**src/rtl/irqm_pkg.sv**
```systemverilog
// Package: widths and default tick lengths shared by the moderator modules.
// Assumes a 250 MHz system clock for the default tick lengths.
package irqm_pkg;
    localparam int DLY_W            = 16;   // delay value width
    localparam int GAP_W            = 16;   // throttle value width
    localparam int DEF_US_TICK_CYC  = 256;  // 1.024 us at 4 ns per cycle
    localparam int DEF_THR_TICK_CYC = 64;   // 256 ns at 4 ns per cycle
endpackage

```
**src/rtl/irqm_tick_div.sv**
```systemverilog
// Tick divider: gives one tick every CYC enabled cycles.
// Assumes clr_i restarts the phase, so the first tick comes CYC cycles after a clear.
module irqm_tick_div #(
    parameter int CYC = 4
) (
    input  logic clk,
    input  logic rst_n,
    input  logic en_i,
    input  logic clr_i,
    output logic tick_o
);
    localparam int PW = (CYC > 1) ? $clog2(CYC) : 1;
    localparam logic [PW-1:0] LAST = PW'(CYC - 1);

    logic [PW-1:0] phase_q;

    assign tick_o = en_i && (phase_q == LAST);

    // Phase counter: restarts on clear, wraps on tick, advances while enabled.
    always_ff @(posedge clk) begin
        if (!rst_n || clr_i)  phase_q <= '0;
        else if (tick_o)      phase_q <= '0;
        else if (en_i)        phase_q <= phase_q + 1'b1;
    end
endmodule

```
**src/rtl/irqm_delay_timer.sv**
```systemverilog
// Delay timer: counts a loaded value down in ticks and pulses expire_o on the last tick.
// RESTART=1 reloads on every start, and RESTART=0 loads only while idle.
// Assumes that a zero delay never arms the timer and that clear_i wins over a load.
module irqm_delay_timer #(
    parameter int W        = 16,
    parameter int TICK_CYC = 4,
    parameter bit RESTART  = 1'b1
) (
    input  logic         clk,
    input  logic         rst_n,
    input  logic         start_i,
    input  logic         clear_i,
    input  logic [W-1:0] dly_i,
    output logic         expire_o
);
    logic [W-1:0] cnt_q;
    logic         load;
    logic         tick;
    logic         running;

    assign running = (cnt_q != '0);

    generate
        if (RESTART) begin : g_restart
            assign load = start_i && (dly_i != '0);
        end else begin : g_oneshot
            assign load = start_i && (dly_i != '0) && !running;
        end
    endgenerate

    irqm_tick_div #(.CYC(TICK_CYC)) u_div (
        .clk    (clk),
        .rst_n  (rst_n),
        .en_i   (running),
        .clr_i  (load || clear_i),
        .tick_o (tick)
    );

    assign expire_o = tick && (cnt_q == W'(1));

    // Remaining tick count: clear, then load, then count down on each tick.
    always_ff @(posedge clk) begin
        if (!rst_n)        cnt_q <= '0;
        else if (clear_i)  cnt_q <= '0;
        else if (load)     cnt_q <= dly_i;
        else if (tick)     cnt_q <= cnt_q - 1'b1;
    end

    // the count holds between ticks unless it is loaded or cleared
    p_hold_between_ticks_r2: assert property (@(posedge clk) disable iff (!rst_n)
        (running && !tick && !load && !clear_i) |=> $stable(cnt_q));

    generate
        if (!RESTART) begin : g_chk_oneshot
            // a running one-shot timer never moves upward
            p_no_reload_r5: assert property (@(posedge clk) disable iff (!rst_n)
                (running && !clear_i) |=> (cnt_q <= $past(cnt_q)));
        end
    endgenerate
endmodule

```
**src/rtl/irqm_throttle.sv**
```systemverilog
// Throttle: after start_i, holds ok_o low until gap_i ticks have passed.
// Assumes that ok_o rises in the cycle of the last tick, so the spacing is exactly gap*TICK_CYC edges.
module irqm_throttle #(
    parameter int W        = 16,
    parameter int TICK_CYC = 4
) (
    input  logic         clk,
    input  logic         rst_n,
    input  logic         start_i,
    input  logic [W-1:0] gap_i,
    output logic         ok_o
);
    logic [W-1:0] left_q;
    logic         tick;

    irqm_tick_div #(.CYC(TICK_CYC)) u_div (
        .clk    (clk),
        .rst_n  (rst_n),
        .en_i   (left_q != '0),
        .clr_i  (start_i),
        .tick_o (tick)
    );

    assign ok_o = (left_q == '0) || ((left_q == W'(1)) && tick);

    // Ticks left in the gap: load at an assertion, count down on ticks.
    always_ff @(posedge clk) begin
        if (!rst_n)                  left_q <= '0;
        else if (start_i)            left_q <= gap_i;
        else if (tick)               left_q <= left_q - 1'b1;
    end

    // no new assertion may start while a gap is still running
    p_gap_respected_r9: assert property (@(posedge clk) disable iff (!rst_n)
        (left_q > W'(1)) |-> !start_i);
endmodule

```
**src/rtl/irq_moderator.sv**
```systemverilog
// Interrupt moderator: merges packet events into throttled level interrupts.
// Assumes that evt_i and ack_i are single-cycle pulses in the clk domain and that the
// delay inputs are quasi-static. An event on the same cycle as a timer expiry is merged
// into the interrupt that expiry raises.
module irq_moderator
    import irqm_pkg::*;
#(
    parameter int US_TICK_CYC  = DEF_US_TICK_CYC,
    parameter int THR_TICK_CYC = DEF_THR_TICK_CYC
) (
    input  logic             clk,
    input  logic             rst_n,
    input  logic             evt_i,
    input  logic             ack_i,
    input  logic [DLY_W-1:0] pkt_dly_i,
    input  logic [DLY_W-1:0] abs_dly_i,
    input  logic [GAP_W-1:0] gap_i,
    output logic             irq_o
);
    logic pkt_exp, abs_exp, timers_clr;
    logic direct, abs_start;
    logic thr_ok, irq_set;
    logic pend_q, irq_q;

    assign direct     = evt_i && (pkt_dly_i == '0);
    assign abs_start  = evt_i && (pkt_dly_i != '0);
    assign timers_clr = pkt_exp || abs_exp;

    irqm_delay_timer #(.W(DLY_W), .TICK_CYC(US_TICK_CYC), .RESTART(1'b1)) u_pkt (
        .clk      (clk),
        .rst_n    (rst_n),
        .start_i  (evt_i),
        .clear_i  (timers_clr),
        .dly_i    (pkt_dly_i),
        .expire_o (pkt_exp)
    );

    irqm_delay_timer #(.W(DLY_W), .TICK_CYC(US_TICK_CYC), .RESTART(1'b0)) u_abs (
        .clk      (clk),
        .rst_n    (rst_n),
        .start_i  (abs_start),
        .clear_i  (timers_clr),
        .dly_i    (abs_dly_i),
        .expire_o (abs_exp)
    );

    irqm_throttle #(.W(GAP_W), .TICK_CYC(THR_TICK_CYC)) u_thr (
        .clk     (clk),
        .rst_n   (rst_n),
        .start_i (irq_set),
        .gap_i   (gap_i),
        .ok_o    (thr_ok)
    );

    assign irq_set = pend_q && !irq_q && thr_ok;

    // Pending flag: set by an expiry or a direct event, consumed when the request rises.
    always_ff @(posedge clk) begin
        if (!rst_n)        pend_q <= 1'b0;
        else if (irq_set)  pend_q <= 1'b0;
        else if (timers_clr || direct) pend_q <= 1'b1;
    end

    // Request level: cleared by an acknowledge, set when pending and the gap has passed.
    always_ff @(posedge clk) begin
        if (!rst_n)        irq_q <= 1'b0;
        else if (ack_i)    irq_q <= 1'b0;
        else if (irq_set)  irq_q <= 1'b1;
    end

    assign irq_o = irq_q;

    // an acknowledge drops the request on the next cycle
    p_ack_drops_r7: assert property (@(posedge clk) disable iff (!rst_n)
        (irq_q && ack_i) |=> !irq_q);

    // without an acknowledge the request holds
    p_level_hold_r7: assert property (@(posedge clk) disable iff (!rst_n)
        (irq_q && !ack_i) |=> irq_q);

    // a zero-delay event leaves an interrupt pending or raised
    p_direct_event_r4: assert property (@(posedge clk) disable iff (!rst_n)
        (evt_i && pkt_dly_i == '0) |=> (pend_q || irq_q));

    // a rise of the request always consumes a pending interrupt
    p_rise_from_pending_r6: assert property (@(posedge clk) disable iff (!rst_n)
        $rose(irq_q) |-> $past(pend_q));
endmodule

```
**config.mk**
```make
export PLATFORM = sky130hd
export DESIGN_NAME = irq_moderator
export DESIGN_NICKNAME = d
export VERILOG_FILES = /design/src/rtl/irqm_pkg.sv /design/src/rtl/irqm_tick_div.sv /design/src/rtl/irqm_delay_timer.sv /design/src/rtl/irqm_throttle.sv /design/src/rtl/irq_moderator.sv
export SDC_FILE = /design/constraint.sdc
export NUM_CORES = 1
export LEC_CHECK = 0
export BUFFER_PORTS_ARGS = -buffer_cell sky130_fd_sc_hd__buf_2
export CAP_MARGIN = 20
export CORE_UTILIZATION = 58
export DETAILED_ROUTE_END_ITERATION = 8
export GPL_ROUTABILITY_DRIVEN = 0
export PLACE_DENSITY = 0.8
export SYNTH_ARGS = -nofsm -noshare
export SYNTH_HDL_FRONTEND = slang
export SYNTH_SLANG_ARGS = --single-unit
```
**constraint.sdc**
```tcl
create_clock -name clk -period 3.3 [get_ports clk]
set_clock_uncertainty 0.2 [all_clocks]
set_input_delay 0.66 -clock clk [delete_from_list [all_inputs] [get_ports clk]]
set_output_delay 0.66 -clock clk [all_outputs]
set_load 0.02 [all_outputs]
```
==> results of run 1 <==
[through the flow]
| stage | area [um^2] | total power [W] | setup slack [ns] | hold slack [ns] | utilization |
|---|---|---|---|---|---|
| floorplan | 4030 | 0.00170 | 0.992 | 0.260 | - |
| global placement | 4340 | 0.00186 | 0.460 | 0.284 | 0.643 |
| detailed placement | 4340 | 0.00188 | 0.383 | 0.291 | 0.643 |
| CTS | 4600 | 0.00276 | 0.384 | 0.247 | 0.680 |
| global route | 4600 | 0.00292 | 0.168 | 0.252 | 0.680 |
| finish | 4600 | 0.00276 | 0.339 | 0.255 | 0.680 |
[power by group]
part	leakage (nW)	total (W)	switching, W	internal, W
clock network	0.126	0.000874	0.000332	0.000542
logic	0.983	0.000852	0.000536	0.000316
registers	0.586	0.00104	0.0000881	0.000948
total	1.69	0.00276	0.000956	0.00181
[state kept, by name, summed over array words and instances (netlist names)]
signal	flops
u_abs.u_div.phase_q	8
u_abs.cnt_q	16
u_thr.u_div.phase_q	6
u_thr.left_q	16
u_pkt.u_div.phase_q	8
u_pkt.cnt_q	16
irq_o	1
pend_q	1
[layer usage]
metal,vias to the layer above,GRT usage,part of all wire
met2,125,0.460,0.48
met3,12,0.0691,0.061
met5,-,0,0
met1,1718,0.336,0.45
li1,1857,-,-
met4,0,0.0803,0.0097
[cells in the mapped netlist (2+ instances only)]
| master | number |
|---|---|
| dfxtp_1 | 72 |
| nand2b_1 | 2 |
| or4_1 | 2 |
| nand3b_1 | 5 |
| nor3_1 | 17 |
| nand3_1 | 16 |
| nor4_2 | 2 |
| nand4b_1 | 6 |
| o41ai_1 | 4 |
| a31oi_1 | 5 |
| and4_1 | 2 |
| xor2_1 | 28 |
| nor4b_1 | 3 |
| and2_1 | 2 |
| nand4_1 | 20 |
| ha_1 | 12 |
| a21oi_1 | 34 |
| o211ai_1 | 3 |
| buf_2 | 6 |
| nand2_1 | 38 |
| clkbuf_1 | 11 |
| inv_1 | 9 |
| and3_1 | 5 |
| a221oi_1 | 2 |
| xnor2_1 | 24 |
| o21ai_0 | 18 |
| nor4_1 | 15 |
| nor2_1 | 68 |
| or3b_2 | 3 |
| or4_4 | 2 |
| nor4bb_1 | 3 |
| nor3b_1 | 2 |
| a211oi_2 | 2 |
| a21oi_2 | 3 |
| a211oi_1 | 13 |
| mux2i_1 | 2 |
[path summary, 6_finish.rpt]
kind	from	to	slack [ns]	cells past startpoint
max	u_abs.cnt_q[11]$_SDFFE_PP0P_	u_abs.u_div.phase_q[4]$_SDFFE_PP0P_	0.34	6
min	ack_i	irq_o$_SDFFE_PP0P_	0.26	2
max reg2reg	u_abs.cnt_q[11]$_SDFFE_PP0P_	u_abs.u_div.phase_q[4]$_SDFFE_PP0P_	0.34	6
min reg2reg	u_abs.u_div.phase_q[1]$_SDFFE_PP0P_	u_abs.u_div.phase_q[1]$_SDFFE_PP0P_	0.30	2
[worst register-to-register path, stage by stage, from the launching register on]
cell and delay [ns]:
dfxtp_1 0.36, nor4_2 0.49, nand4_1 0.27, o41ai_1 0.48
a31o_2 0.65, nand2b_4 0.34, nor2_1 0.06
[final cells by class]
cell class,instances,area [um^2],share of cell area
multi-input combinational,384,2470,0.537
tap,80,100,0.0218
clock inverter,5,103,0.0223
clock buffer,11,151,0.0329
timing repair buffer,57,298,0.0648
sequential,72,1440,0.314
inverter,9,33.8,0.00735
[kinds of logic (layout without fill, tap and decap cells)]
logic type | after synthesis | count (layout) | synth area share
compound gates | 91 | 91 | 0.143
xor+xnor | 52 | 52 | 0.113
fa+ha+maj | 12 | 12 | 0.0372
buf+inv | 28 | 82 | 0.0307
flops | 72 | 72 | 0.357
mux | 2 | 2 | 0.00496
simple gates | 227 | 227 | 0.314
==> results.sh, run 1 <==
export IMPL_synth_edff_count=0
export IMPL_finalNetCount=597
export IMPL_start_util=0.597
export IMPL_synth_top_cell_area_share=0.357
export IMPL_synth_top_cells_by_area="dfxtp_1 36%, nor2_1 6.3%, xor2_1 6.1%"
export IMPL_worst_pin_slew_ns=0.729
export IMPL_critical_path_n_buffers_inverters=0
export IMPL_routed_wire_length_um=9240
export IMPL_cts_root_buf="clkbuf_8"
export IMPL_grt_ovfl_total=0
export IMPL_grt_first_pass_wirelength_um=15800
export IMPL_report_final_setup_viol=0
export IMPL_first_global_vias=3489
export IMPL_synth_top_cell_by_area="dfxtp_1"
export IMPL_worstSetupStartpointType="flop"
export IMPL_io_pin_count=53
export IMPL_holdBufCountCts=0
export IMPL_crit_slowest_cell="a31o_2"
export IMPL_area_growth_synth_to_final_pct=13.9
export IMPL_finalHoldViolCount=0
export IMPL_run_status="finished clean"
export IMPL_drtAntennaViolNets=0
export IMPL_detailed_placement_hpwl_um=6650
export IMPL_peak_ir_drop_on_the_vdd_network_v=0.000619
export IMPL_fin_setup_tns_ns=0
export IMPL_cts_clk_slew_worst_paths_ns=0.08
export IMPL_max_cap_violations=0
export IMPL_syn_nets=548
export IMPL_wl_per_cell_um=14.9
export IMPL_route_detailed_drc=0
export IMPL_postSynthCellCount=484
export IMPL_cts_resized_gates=0
export IMPL_grt_max_degree=34
export IMPL_synth_main_ff_cell="dfxtp_1"
export IMPL_grt_setup_unrepaired="no"
export IMPL_async_reset_ff_frac=0
export IMPL_final_fill_count=561
export IMPL_dieHeight_um=85.4
export IMPL_share_of_synthesized_area_occupied_by_flip_flops_and_latches=0.357
export IMPL_power_static_leakage_nw=1.69
export IMPL_grt_antenna_before_repair=0
export IMPL_detailedRoute_firstPassIterationCount=5
export IMPL_buffers_added_on_ports=52
export IMPL_ctsHtreeMaxLevel=3
export IMPL_postSynthRegisterBits=72
export IMPL_postSynthAreaPerCell_um2=8.33
export IMPL_cts_made_buffers=9
export IMPL_final_layout_size_suffix_gt1_frac=0.175
export IMPL_antenna_cells_inserted=0
export IMPL_fp_row_count=30
export IMPL_crit_required_ns=3.34
export IMPL_critPathArrivalTime_ns=3.00
export IMPL_dp_cells=602
export IMPL_core_region_area_mm2=0.00676
export IMPL_ctsLongestPathBuffers=2
export IMPL_drtIter0Drc=248
export IMPL_number_of_pins_with_negative_max_slew_slack_in_the_final_report=0
export IMPL_slowest_delay_ns=0.65
export IMPL_post_cts_setup_buffers=0
export IMPL_worst_slew_margin_rel=0.510
export IMPL_worst_skew_pair_late_latency_ns=0.35
export IMPL_synth_cell_area_mm2=0.00403
export IMPL_groute_usage_overall=0.269
export IMPL_most_common_layout_cells="72 x dfxtp_1, 68 x nor2_1, 52 x buf_2, 38 x nand2_1, 34 x a21oi_1"
export IMPL_cts_sink_count=72
export IMPL_power_density_cell_area_mw_per_mm2=601
export IMPL_worstSetupPathType="flop to flop"
export IMPL_yosysWarningCount=0
export IMPL_die_width_um=85.4
export IMPL_layout_commonest_cell="dfxtp_1"
export IMPL_period_minus_slack_ns=2.96
export IMPL_drt_vias_per_instance=6.01
export IMPL_final_period_utilization=0.897
export IMPL_maxClockFrequency_mhz=338
export IMPL_die_area_mm2=0.00729
export IMPL_worstSetupEndpointType="flop"
export IMPL_yosysUniqueCellTypes=59
export IMPL_layout_cells_non_filler=618
export IMPL_critical_path_cell_chain="nor4_2 > nand4_1 > o41ai_1 > a31o_2 > nand2b_4 > nor2_1"
export IMPL_cts_tree="built"
export IMPL_critical_path_peak_fanout=33
export IMPL_path_delay_family="simple AND/OR/NAND/NOR gates"
export IMPL_routed_via_count=3712
export IMPL_timing_hold_worst_class="primary input to flop"
Note: power is estimated with default switching activity, not from simulation.
==> run 2, diff against run 1 <==
--- a/config.mk
+++ b/config.mk
@@ -11,6 +11,7 @@
 export DETAILED_ROUTE_END_ITERATION = 8
 export GPL_ROUTABILITY_DRIVEN = 0
 export PLACE_DENSITY = 0.8
+export SETUP_SLACK_MARGIN = 0.4
 export SYNTH_ARGS = -nofsm -noshare
 export SYNTH_HDL_FRONTEND = slang
 export SYNTH_SLANG_ARGS = --single-unit
==> results.sh, run 2 (same netlist as run 1, synthesis figures left out) <==
export IMPL_run_status="finished clean"
export IMPL_core_region_area_mm2=0.00676
export IMPL_overall_power_w=0.00285
export IMPL_report_final_setup_viol=0
export IMPL_start_util=0.597
export IMPL_routed_via_count=3760
export IMPL_finalNetCount=602
export IMPL_cts_tree="built"
export IMPL_holdBufCountCts=0
export IMPL_multiInputGateArea_mm2=0.00248
export IMPL_worstSetupEndpointType="flop"
export IMPL_worst_slew_margin_rel=0.499
export IMPL_maxClockFrequency_mhz=369
export IMPL_grt_max_degree=34
export IMPL_worstSetupPathDepth=6
export IMPL_worstSetupPathType="flop to flop"
export IMPL_critPathArrivalTime_ns=2.76
export IMPL_final_fill_count=551
export IMPL_slowest_delay_ns=0.55
export IMPL_dpl_instance_area_mm2=0.00434
export IMPL_biggestRegsByFlops="u_abs.cnt_q x16, u_pkt.cnt_q x16, u_thr.left_q x16"
export IMPL_timing_hold_worst_class="primary input to flop"
export IMPL_groute_usage_overall=0.269
export IMPL_first_global_vias=3485
export IMPL_pre_cts_ws_ns=0.383
export IMPL_path_delay_family="simple AND/OR/NAND/NOR gates"
export IMPL_power_static_leakage_nw=1.72
export IMPL_worstRegToRegCells=6
export IMPL_power_density_cell_area_mw_per_mm2=615
export IMPL_detailedRoute_firstPassIterationCount=5
export IMPL_final_layout_size_suffix_gt1_frac=0.182
export IMPL_worstSetupStartpointType="flop"
export IMPL_finalHoldViolCount=0
export IMPL_cp_endpoint="u_abs.u_div.phase_q[4]$_SDFFE_PP0P_"
export IMPL_route_detailed_drc=0
export IMPL_drtAntennaViolNets=0
export IMPL_antenna_cells_inserted=0
export IMPL_worstReg2RegEnd="u_abs.u_div.phase_q[4]$_SDFFE_PP0P_"
export IMPL_grt_ovfl_total=0
export IMPL_ff_latch_area_mm2=0.00144
export IMPL_worst_r2r_startpoint="u_abs.cnt_q[11]$_SDFFE_PP0P_"
export IMPL_peak_ir_drop_on_the_vdd_network_v=0.000726
export IMPL_fin_setup_tns_ns=0
export IMPL_critical_path_cell_chain="nor4_2 > nand4_1 > o41ai_1 > a31o_4 > nand2b_4 > nor2_1"
export IMPL_die_area_mm2=0.00729
export IMPL_critical_path_peak_fanout=33
export IMPL_drt_vias_per_instance=6.04
export IMPL_hold_ws_ns=0.255
export IMPL_reg2reg_slack_ns=0.59
export IMPL_max_cap_violations=0
export IMPL_final_period_utilization=0.822
export IMPL_io_pin_count=53
export IMPL_buffers_added_on_ports=52
export IMPL_critical_path_n_buffers_inverters=0
export IMPL_drtIter0Drc=249
export IMPL_layout_commonest_cell="dfxtp_1"
export IMPL_fp_row_count=30
export IMPL_routed_wire_length_um=9290
export IMPL_grt_first_pass_wirelength_um=15700
export IMPL_crit_slowest_cell="o41ai_1"
export IMPL_cts_root_buf="clkbuf_8"
export IMPL_layout_setup_ws_ns=0.588
export IMPL_grt_setup_unrepaired="no"
export IMPL_die_width_um=85.4
export IMPL_worstSetupStartpoint="u_abs.cnt_q[11]$_SDFFE_PP0P_"
export IMPL_crit_required_ns=3.35
export IMPL_cts_sink_count=72
export IMPL_area_growth_synth_to_final_pct=15.1
export IMPL_ctsHtreeMaxLevel=3
export IMPL_wl_per_cell_um=14.9
export IMPL_fin_area_mm2=0.00464
export IMPL_ctsLongestPathBuffers=2
export IMPL_dieHeight_um=85.4
export IMPL_most_common_layout_cells="72 x dfxtp_1, 68 x nor2_1, 52 x buf_2, 38 x nand2_1, 34 x a21oi_1"
export IMPL_worst_skew_pair_late_latency_ns=0.35
export IMPL_cts_made_buffers=9
export IMPL_period_minus_slack_ns=2.71
export IMPL_grt_antenna_before_repair=0
export IMPL_worst_pin_slew_ns=0.745
export IMPL_cts_clk_slew_worst_paths_ns=0.08
export IMPL_number_of_pins_with_negative_max_slew_slack_in_the_final_report=0
export IMPL_detailed_placement_hpwl_um=6650
[run 2: cell types whose count changed in the layout (fill, tap and decap cells not counted)]
cell	previous run	this run
a31o_2	1	0
a31o_4	0	1
buf_4	5	10
[run 2: worst min-delay path by stage]
| stage | startpoint | endpoint | slack [ns] | depth (start not counted) |
|---|---|---|---|---|
| after global placement | u_abs.u_div.phase_q[1]$_SDFFE_PP0P_ | u_abs.u_div.phase_q[1]$_SDFFE_PP0P_ | 0.28 | 2 |
| after global routing | ack_i | irq_o$_SDFFE_PP0P_ | 0.25 | 2 |
| after detailed placement | u_abs.cnt_q[14]$_SDFFE_PP0P_ | u_abs.cnt_q[14]$_SDFFE_PP0P_ | 0.29 | 2 |
| after CTS | ack_i | irq_o$_SDFFE_PP0P_ | 0.25 | 2 |
| after floorplan | u_abs.cnt_q[14]$_SDFFE_PP0P_ | u_abs.cnt_q[14]$_SDFFE_PP0P_ | 0.26 | 2 |
| final | ack_i | irq_o$_SDFFE_PP0P_ | 0.25 | 2 |
[run 2: through the flow]
stage | std cells | util
2_1_floorplan | 484 | -
3_3_place_gp | 602 | 0.643
3_5_place_dp | 602 | 0.643
4_1_cts | 618 | 0.681
5_1_grt | 623 | 0.687
6_report | 623 | 0.687
[run 2: where the power goes]
part | total, W | switching [W] | internal (W) | leakage (nW)
combinational | 0.000943 | 0.000552 | 0.000390 | 1.01
clock | 0.000876 | 0.000334 | 0.000542 | 0.126
sequential | 0.00104 | 0.0000881 | 0.000948 | 0.586
total | 0.00285 | 0.000975 | 0.00188 | 1.72
[run 2: timing repair]
| action | 4_1_cts | 5_1_grt |
|---|---|---|
| buffers inserted | 0 | 5 |
| resized for setup | 1 | 0 |
| setup endpoints to repair | 7 | 3 |
| pin swaps | 0 | 2 |
| hold endpoints to repair | 0 | 0 |
[run 2: area by class of cell]
type / count / share of cell area
Timing Repair Buffer: 62 / 0.0722
Sequential cell: 72 / 0.311
Clock buffer: 11 / 0.0326
Multi-Input combinational cell: 384 / 0.534
Tap cell: 80 / 0.0216
Clock inverter: 5 / 0.0221
Inverter: 9 / 0.00728
[run 2: metal layers]
layer | GRT usage | part of all wire | vias to the layer above
met5 | 0 | 0 | -
met4 | 0.0803 | 0.0094 | 0
met3 | 0.0691 | 0.064 | 11
met2 | 0.460 | 0.48 | 141
met1 | 0.335 | 0.45 | 1740
li1 | - | - | 1868
